File: src/rtl/el_adj_pkg.sv
package el_adj_pkg;

    // Registered outputs of the controller
    typedef struct packed {
        logic adv;   // advance pulse
        logic ret;   // retard pulse
        logic fwd;   // direction indication: early led
        logic bwd;   // direction indication: late led
    } el_out_t;

    localparam int unsigned N_SUMS = 2;

endpackage

File: src/rtl/el_thr_eval.sv
module el_thr_eval #(
    parameter int unsigned SUM_W  = 16,
    parameter int unsigned RSSI_W = 7,
    parameter int unsigned MF_W   = 12
) (
    input  logic [SUM_W-1:0]  early_sum,
    input  logic [SUM_W-1:0]  late_sum,
    input  logic [SUM_W-1:0]  el_thresh,
    input  logic [RSSI_W-1:0] rssi,
    input  logic [RSSI_W-1:0] rssi_floor,
    input  logic [MF_W-1:0]   mf_avg,
    input  logic [MF_W-1:0]   mf_thresh,
    input  logic              cmp_both,
    input  logic              mf_gate_en,
    output logic              thr_met,
    output logic              gates_ok,
    output logic              early_lead
);
    import el_adj_pkg::*;

    logic [SUM_W-1:0]  sums [N_SUMS];
    logic [N_SUMS-1:0] over;
    logic              rssi_ok;
    logic              mf_ok;

    assign sums[0] = early_sum;
    assign sums[1] = late_sum;

    // one strict comparator per correlation sum
    for (genvar g = 0; g < N_SUMS; g++) begin : g_cmp
        assign over[g] = sums[g] > el_thresh;
    end

    always_comb begin
        thr_met    = cmp_both ? (&over) : (|over);
        rssi_ok    = rssi > rssi_floor;
        mf_ok      = !mf_gate_en || (mf_avg > mf_thresh);
        gates_ok   = rssi_ok && mf_ok;
        early_lead = early_sum > late_sum;
    end

endmodule

File: src/rtl/el_phase_gate.sv
module el_phase_gate #(
    parameter int unsigned CNT_W = 4
) (
    input  logic             clk,
    input  logic             rst,
    input  logic             sym_stb,
    input  logic             pkt_start,
    input  logic             aa_matched,
    input  logic             in_preamble,
    input  logic             slow_en,
    input  logic             full_pkt_off,
    input  logic [CNT_W-1:0] slow_thresh,
    output logic             phase_ok
);
    localparam logic [CNT_W-1:0] CNT_ZERO = '0;
    localparam logic [CNT_W-1:0] CNT_ONE  = CNT_W'(1);

    typedef struct packed {
        logic [CNT_W-1:0] cnt;
    } pg_state_t;

    pg_state_t st_d, st_q;
    logic      hit;
    logic      region_ok;

    always_comb begin
        st_d = st_q;
        hit  = (st_q.cnt == slow_thresh);
        if (pkt_start) begin
            st_d.cnt = CNT_ZERO;
        end else if (sym_stb && aa_matched) begin
            st_d.cnt = hit ? CNT_ZERO : st_q.cnt + CNT_ONE;
        end
        region_ok = full_pkt_off ? in_preamble : 1'b1;
        if (slow_en) begin
            phase_ok = region_ok && aa_matched && hit;
        end else begin
            phase_ok = region_ok && !aa_matched;
        end
    end

    always_ff @(posedge clk) begin
        if (rst) begin
            st_q <= '0;
        end else begin
            st_q <= st_d;
        end
    end

    AST_CNT_CLEARED: assert property (@(posedge clk) disable iff (rst)
        $past(pkt_start) && !$past(rst) |-> st_q.cnt == CNT_ZERO)
        else $error("counter not cleared at packet start");

    AST_CNT_STEP: assert property (@(posedge clk) disable iff (rst || pkt_start)
        sym_stb && aa_matched && !hit |=> st_q.cnt != CNT_ZERO || $past(st_q.cnt) == {CNT_W{1'b1}})
        else $error("counter failed to advance");

endmodule

File: src/rtl/el_adjust_ctrl.sv
module el_adjust_ctrl #(
    parameter int unsigned SUM_W  = 16,
    parameter int unsigned RSSI_W = 7,
    parameter int unsigned MF_W   = 12,
    parameter int unsigned CNT_W  = 4
) (
    input  logic              clk,
    input  logic              rst,
    input  logic              sym_stb,
    input  logic [SUM_W-1:0]  early_sum,
    input  logic [SUM_W-1:0]  late_sum,
    input  logic [SUM_W-1:0]  el_thresh,
    input  logic [RSSI_W-1:0] rssi,
    input  logic [RSSI_W-1:0] rssi_floor,
    input  logic [MF_W-1:0]   mf_avg,
    input  logic [MF_W-1:0]   mf_thresh,
    input  logic              pkt_start,
    input  logic              in_preamble,
    input  logic              aa_matched,
    input  logic              cmp_both,
    input  logic              slow_en,
    input  logic              full_pkt_off,
    input  logic              mf_gate_en,
    input  logic [CNT_W-1:0]  slow_thresh,
    output logic              adv_o,
    output logic              ret_o,
    output logic              fwd_ind,
    output logic              bwd_ind
);
    import el_adj_pkg::*;

    logic    thr_met, gates_ok, early_lead, phase_ok, fire;
    el_out_t out_d, out_q;
    logic    live_q;

    el_thr_eval #(.SUM_W(SUM_W), .RSSI_W(RSSI_W), .MF_W(MF_W)) u_eval (
        .early_sum (early_sum),
        .late_sum  (late_sum),
        .el_thresh (el_thresh),
        .rssi      (rssi),
        .rssi_floor(rssi_floor),
        .mf_avg    (mf_avg),
        .mf_thresh (mf_thresh),
        .cmp_both  (cmp_both),
        .mf_gate_en(mf_gate_en),
        .thr_met   (thr_met),
        .gates_ok  (gates_ok),
        .early_lead(early_lead)
    );

    el_phase_gate #(.CNT_W(CNT_W)) u_phase (
        .clk         (clk),
        .rst         (rst),
        .sym_stb     (sym_stb),
        .pkt_start   (pkt_start),
        .aa_matched  (aa_matched),
        .in_preamble (in_preamble),
        .slow_en     (slow_en),
        .full_pkt_off(full_pkt_off),
        .slow_thresh (slow_thresh),
        .phase_ok    (phase_ok)
    );

    always_comb begin
        out_d     = out_q;
        fire      = sym_stb && thr_met && gates_ok && phase_ok;
        out_d.adv = fire && early_lead;
        out_d.ret = fire && !early_lead;
        if (sym_stb && thr_met) begin
            out_d.fwd = early_lead;
            out_d.bwd = !early_lead;
        end
    end

    always_ff @(posedge clk) begin
        if (rst) begin
            out_q  <= '0;
            live_q <= 1'b0;
        end else begin
            out_q  <= out_d;
            live_q <= 1'b1;
        end
    end

    assign adv_o   = out_q.adv;
    assign ret_o   = out_q.ret;
    assign fwd_ind = out_q.fwd;
    assign bwd_ind = out_q.bwd;

    AST_ADV_RET_EXCL: assert property (@(posedge clk) disable iff (rst)
        !(adv_o && ret_o))
        else $error("advance and retard together");

    AST_PULSE_NEEDS_STB: assert property (@(posedge clk) disable iff (rst)
        live_q && (adv_o || ret_o) |-> $past(sym_stb))
        else $error("pulse without strobe");

    AST_RSSI_FLOOR: assert property (@(posedge clk) disable iff (rst)
        live_q && (adv_o || ret_o) |-> $past(rssi) > $past(rssi_floor))
        else $error("pulse below strength floor");

    AST_FAST_BEFORE_AA: assert property (@(posedge clk) disable iff (rst)
        live_q && (adv_o || ret_o) && !$past(slow_en) |-> !$past(aa_matched))
        else $error("fast adjustment after address match");

    AST_SLOW_AFTER_AA: assert property (@(posedge clk) disable iff (rst)
        live_q && (adv_o || ret_o) && $past(slow_en) |-> $past(aa_matched))
        else $error("slow adjustment before address match");

    AST_IND_HOLD: assert property (@(posedge clk) disable iff (rst)
        live_q && !$past(sym_stb) && !$past(rst) |-> $stable(fwd_ind) && $stable(bwd_ind))
        else $error("indication moved without strobe");

    AST_PREAMBLE_ONLY: assert property (@(posedge clk) disable iff (rst)
        live_q && (adv_o || ret_o) && $past(full_pkt_off) |-> $past(in_preamble))
        else $error("adjustment outside preamble");

endmodule

File: config.mk
export PLATFORM = sky130hd
export DESIGN_NAME = el_adjust_ctrl
export DESIGN_NICKNAME = d
export VERILOG_FILES = /design/src/rtl/el_adj_pkg.sv /design/src/rtl/el_thr_eval.sv /design/src/rtl/el_phase_gate.sv /design/src/rtl/el_adjust_ctrl.sv
export SDC_FILE = /design/constraint.sdc
export NUM_CORES = 1
export LEC_CHECK = 0
export BUFFER_PORTS_ARGS = -buffer_cell sky130_fd_sc_hd__buf_2
export CORE_UTILIZATION = 47
export DETAILED_ROUTE_END_ITERATION = 8
export GPL_TIMING_DRIVEN = 0
export PLACE_DENSITY = 0.8
export SLEW_MARGIN = 20
export SYNTH_ARGS = -nofsm -noshare
export SYNTH_HDL_FRONTEND = slang
export SYNTH_HIERARCHICAL = 1
export SYNTH_SLANG_ARGS = --single-unit
File: constraint.sdc
create_clock -name clk -period 2.4 [get_ports clk]
set_input_delay 0.24 -clock clk [delete_from_list [all_inputs] [get_ports clk]]
set_output_delay 0.24 -clock clk [all_outputs]
set_load 0.03 [all_outputs]
Yosys cells after proc, flatten, opt, wreduce, memory -nomap -nowiden
Index checks and enable logic that the tools add are counted.
W data, S select, Z words.
- add/sub/neg operators: 1
- order comparisons: 5
- eq/ne operators: 1
- multiplexer cells: 4
- reduce and logical (&&, ||, !) cells: 17
- operators by type and width (cell ; count):
    $gt A16 B16 Y1 ; 3
    $gt A12 B12 Y1 ; 1
    $logic_and A1 B1 Y1 ; 10
    $gt A7 B7 Y1 ; 1
    $add A4 B1 Y4 const B ; 1
    $eq A4 B4 Y1 ; 1
    $mux W4 ; 1
    $reduce_or A2 Y1 ; 2
    $logic_not A1 Y1 ; 3
    $mux W1 ; 3
    $reduce_and A2 Y1 ; 1
    $logic_or A1 B1 Y1 ; 1
- bits in registers: 8
- input bits: 100
- output and inout bits: 4
- word-level logic and storage cells: 33

Logic depth before layout (Yosys ltp)
- depth in word-level cells: 7
- gate-level depth with buffers: 9
- depth with buffers taken out: 9

Modules after synthesis
Netlist, hierarchy kept.
- by module, submodules not included (module ; instances ; cells each ; area an instance (µm²) ; sequential area each (µm²)):
    el_thr_eval ; 1 ; 221 ; 1646.6 ; 0.0
    el_phase_gate ; 1 ; 33 ; 262.8 ; 80.1
    el_adjust_ctrl ; 1 ; 14 ; 140.1 ; 80.1

Worst setup path before layout
No wires, ideal clock.
- path kind: input to register
- start: input el_thresh[14]
- end: register out_q, in the netlist fwd_ind
- setup time: 70 ps
- arrival time: 2009 ps
- required time: 2330 ps
- slack: 321 ps
- stages on the path: 9
- buffers on the path: 0
- cell sequence: inv_1 > ha_1 > a21oi_2 > nand2_1 > a221o_1 > o31a_1 > maj3_2 > a21bo_2 > a21oi_1
- word-level cells in the longest chain between the ends: 4
- elaborated cells between the ends (all ways): 6
- those cells by class: order compare (2); mux (1); reduce/logical (3)
- RTL lines (element ; RTL line ; RTL):
    from (decl) ; el_adjust_ctrl.sv:12 ; input logic [SUM_W-1:0] el_thresh,
    $gt A16 B16 Y1 ; el_thr_eval.sv:31 ; assign over[g] = sums[g] > el_thresh;
    $reduce_or A2 Y1 or $reduce_and A2 Y1 (tied branches) ; el_thr_eval.sv:35 ; thr_met = cmp_both ? (&over) : (|over);
    $mux W1 * ; el_thr_eval.sv:35 ;
    via thr_met ; el_adjust_ctrl.sv:32 ; logic thr_met, gates_ok, early_lead, phase_ok, fire;
    $logic_and A1 B1 Y1 * ; el_adjust_ctrl.sv:69 ; if (sym_stb && thr_met) begin
    to (signal assigned) ; el_adjust_ctrl.sv:80 ; out_q <= out_d;
    to (decl) ; el_adjust_ctrl.sv:33 ; el_out_t out_d, out_q;
The timed path passes the listed nets; every way through them passes the cells marked *.
A chain may end at the register's enable or synchronous reset.

Worst setup path in the final report
Ends and elaborated chain as after synthesis.

==> results.json <==
{
  "syn_inst": 268,
  "synth_top_area_share_pct": 41.5,
  "grt_use_total_pct": 19.3,
  "synth_edf_count": 0,
  "post-synth-top-count-cell": "ha_1",
  "antenna_cells": 0,
  "finalSetupViolCount": 0,
  "drive_gt1_share_pct": 29.9,
  "ys_seq_area_share_pct": 7.81,
  "cts.sink_count": 8,
  "grt_start_max_net_pins": 8,
  "post-route-period-util_pct": 89.4,
  "synth.area.top_cells": "ha_1, inv_1, dfxtp_1, a21oi_1, nand4_1",
  "swShare_pct": 35.3,
  "top_usage_layer": "met2",
  "h-tree-depth": 1,
  "finalWeightedCongestion": 0.906,
  "via_per_inst": 5.11,
  "post-cts-setup-buffer-count": 0,
  "powerDensity_mw_per_mm2": 248,
  "p_seq_share_pct": 21.1,
  "combPwrFrac_pct": 55.2,
  "worst_pin_slew_ns": 0.395,
  "finalHoldViolCount": 0,
  "crit_fanout": 5,
  "ys_seq_elements": 8,
  "syn_nets": 436,
  "async_flop_share_pct": 0,
  "status": "completed",
  "syn_avg_cell_area_sq_um": 7.65,
  "rows": 23,
  "synth_warnings": 6,
  "grt.met3_usage_pct": 2.17,
  "syn_to_final_growth_pct": 30.2,
  "p_leak_nw": 1.57,
  "synthFlopType": "dfxtp_1",
  "worstPathRequired_ns": 2.55,
  "routed_wl_um": 4640,
  "clockBufferDepth": 2,
  "endpoint_kind": "flop",
  "drc_errors": 0,
  "yosys-top-cells-count": "ha_1, inv_1, a21oi_1",
  "hp-class": "in -> reg",
  "relSlewSlack_pct": 73.4,
  "ios": 104,
  "synth_top_area_cell": "ha_1",
  "core_area_sq_mm": 0.00409,
  "fin_crit_ns": 2.15,
  "clock_skew_ns": 0.00187,
  "tns_ns": 0,
  "ant_nets": 0,
  "route.vias.total": 2168,
  "die-height_um": 68.0,
  "netlist_area_sq_mm": 0.00205,
  "rsz0062_at_grt": "false",
  "stdcell_area_sq_mm": 0.00267,
  "final_cells": 424,
  "cts_made_buffers": 3,
  "grtUsageMet2_pct": 35.0,
  "p_sw_mw": 0.234,
  "worstPathArrival_ns": 2.30,
  "drt_iter0_markers": 41,
  "cp-start-kind": "primary input",
  "fillers": 372,
  "dp_hpwl_um": 4270,
  "grt_overflow": 0,
  "p_int_mw": 0.429,
  "path_class": "in -> reg",
  "finish.utilization_pct": 65.3,
  "cts_resized": 0,
  "layout.nets": 544,
  "start_util_pct": 50.2,
  "use_met1_pct": 25.4,
  "post_drt_wl_per_cell_um": 10.9,
  "maxCapViolations": 0,
  "cts_tree": "done",
  "power.clock.fraction_pct": 23.8,
  "antenna_found_initial": 0,
  "dp.cells": 421,
  "cts-root-buf": "clkbuf_8",
  "hold_buffers": 0,
  "numPortBuffers": 103,
  "dieArea_sq_mm": 0.00463,
  "yosysUniqueCellTypes": 38,
  "clkTransAtPathRegs_ns": 0.04,
  "grt_pass1_vias": 1787,
  "drv_slew": 0,
  "die_x_um": 68.0,
  "drt_pre_antenna_iters": 4,
  "grt_pass1_wl_um": 7040,
  "place_area_sq_mm": 0.00263,
  "vdd_drop_max_mv": 0.189,
  "fmaxAchievable_mhz": 466,
  "clock_latency_ns": 0.22
}
power by group through the flow:
| stage | clock, mW | sequential (mW) | combinational (mW) |
|---|---|---|---|
| finish | 0.157 | 0.140 | 0.365 |
| global route | 0.168 | 0.140 | 0.420 |
| CTS | 0.160 | 0.140 | 0.368 |
| detailed placement | 0 | 0.142 | 0.365 |
| global placement | 0 | 0.141 | 0.354 |
| floorplan | 0 | 0.147 | 0.212 |
kinds of logic after synthesis:
kind of cell / Yosys count / share of synthesized area (%)
adder cells (fa/ha/maj): 69 / 42.1
AND/OR/NAND/NOR: 69 / 19.2
AO/OA/AOI/OAI: 62 / 19.0
buffers and inverters: 56 / 10.3
flip-flops: 8 / 7.81
XOR/XNOR: 4 / 1.71
layer usage:
| metal | wire (um) | vias up |
|---|---|---|
| met3 | 201 | 0 |
| met1 | 2200 | 937 |
| met2 | 2240 | 55 |
| met5 | 0 | - |
| met4 | 0 | 0 |
| li1 | - | 1176 |
flip-flops by register name, indices dropped and copies added (netlist names):
name and count:
u_phase/st_q 4, fwd_ind 1, bwd_ind 1, ret_o 1, adv_o 1
layout by cell type, fill, tap and decap left out, drive strengths merged, types with 2 or more instances in the layout:
cell type  Yosys  final
a311oi         2      2
xnor2          4      4
inv           56     56
or2            2      2
nand4         14     14
a21o           7      7
o21ai         13     13
nor2b         10     10
and4           3      3
buf            0    103
a211oi         3      3
or3            2      2
dfxtp          8      8
clkbuf         0      3
ha            68     68
nand3          9      9
and2           2      2
nor4           2      2
nand2         12     12
o31a           2      2
nor3           2      2
nor2           5      5
a21oi         24     24
o21a           3      3
a31oi          2      2
path summary, 6_finish.rpt:
check | start | endpoint | slack [ns] | cells past startpoint
min | rst | fwd_ind$_SDFFE_PP0P_ | 0.23 | 2
max | el_thresh[14] | fwd_ind$_SDFFE_PP0P_ | 0.25 | 10
max reg2reg | u_phase/st_q[2]$_SDFFE_PP0P_ | u_phase/st_q[3]$_SDFFE_PP0P_ | 0.98 | 4
min reg2reg | u_phase/st_q[1]$_SDFFE_PP0P_ | u_phase/st_q[1]$_SDFFE_PP0P_ | 0.50 | 2
cell type report:
type | instances | area (sq um) | share of cell area (%)
Clock buffer | 3 | 41.3 | 1.55
Inverter | 56 | 210 | 7.88
Multi-Input combinational cell | 204 | 1680 | 62.9
Sequential cell | 8 | 160 | 6.00
Tap cell | 50 | 62.6 | 2.34
Timing Repair Buffer | 103 | 515 | 19.3
per-stage QoR:
stage	total power, mW	hold slack (ns)	worst slack (ns)
2_1_floorplan	0.360	0.309	0.321
3_3_place_gp	0.495	0.445	0.0794
3_5_place_dp	0.507	0.449	0.0765
4_1_cts	0.667	0.219	0.282
5_1_grt	0.729	0.228	0.0676
6_report	0.662	0.227	0.255
critical path, cell delays in order:
cell and delay [ns]:
buf_2 0.07, inv_1 0.04, ha_1 0.33, nand4_1 0.16, nor4_1 0.43, nand4_1 0.17
o31a_1 0.14, maj3_2 0.35, a21bo_2 0.21, a21oi_1 0.14
Note: power is estimated with default switching activity, not from simulation.
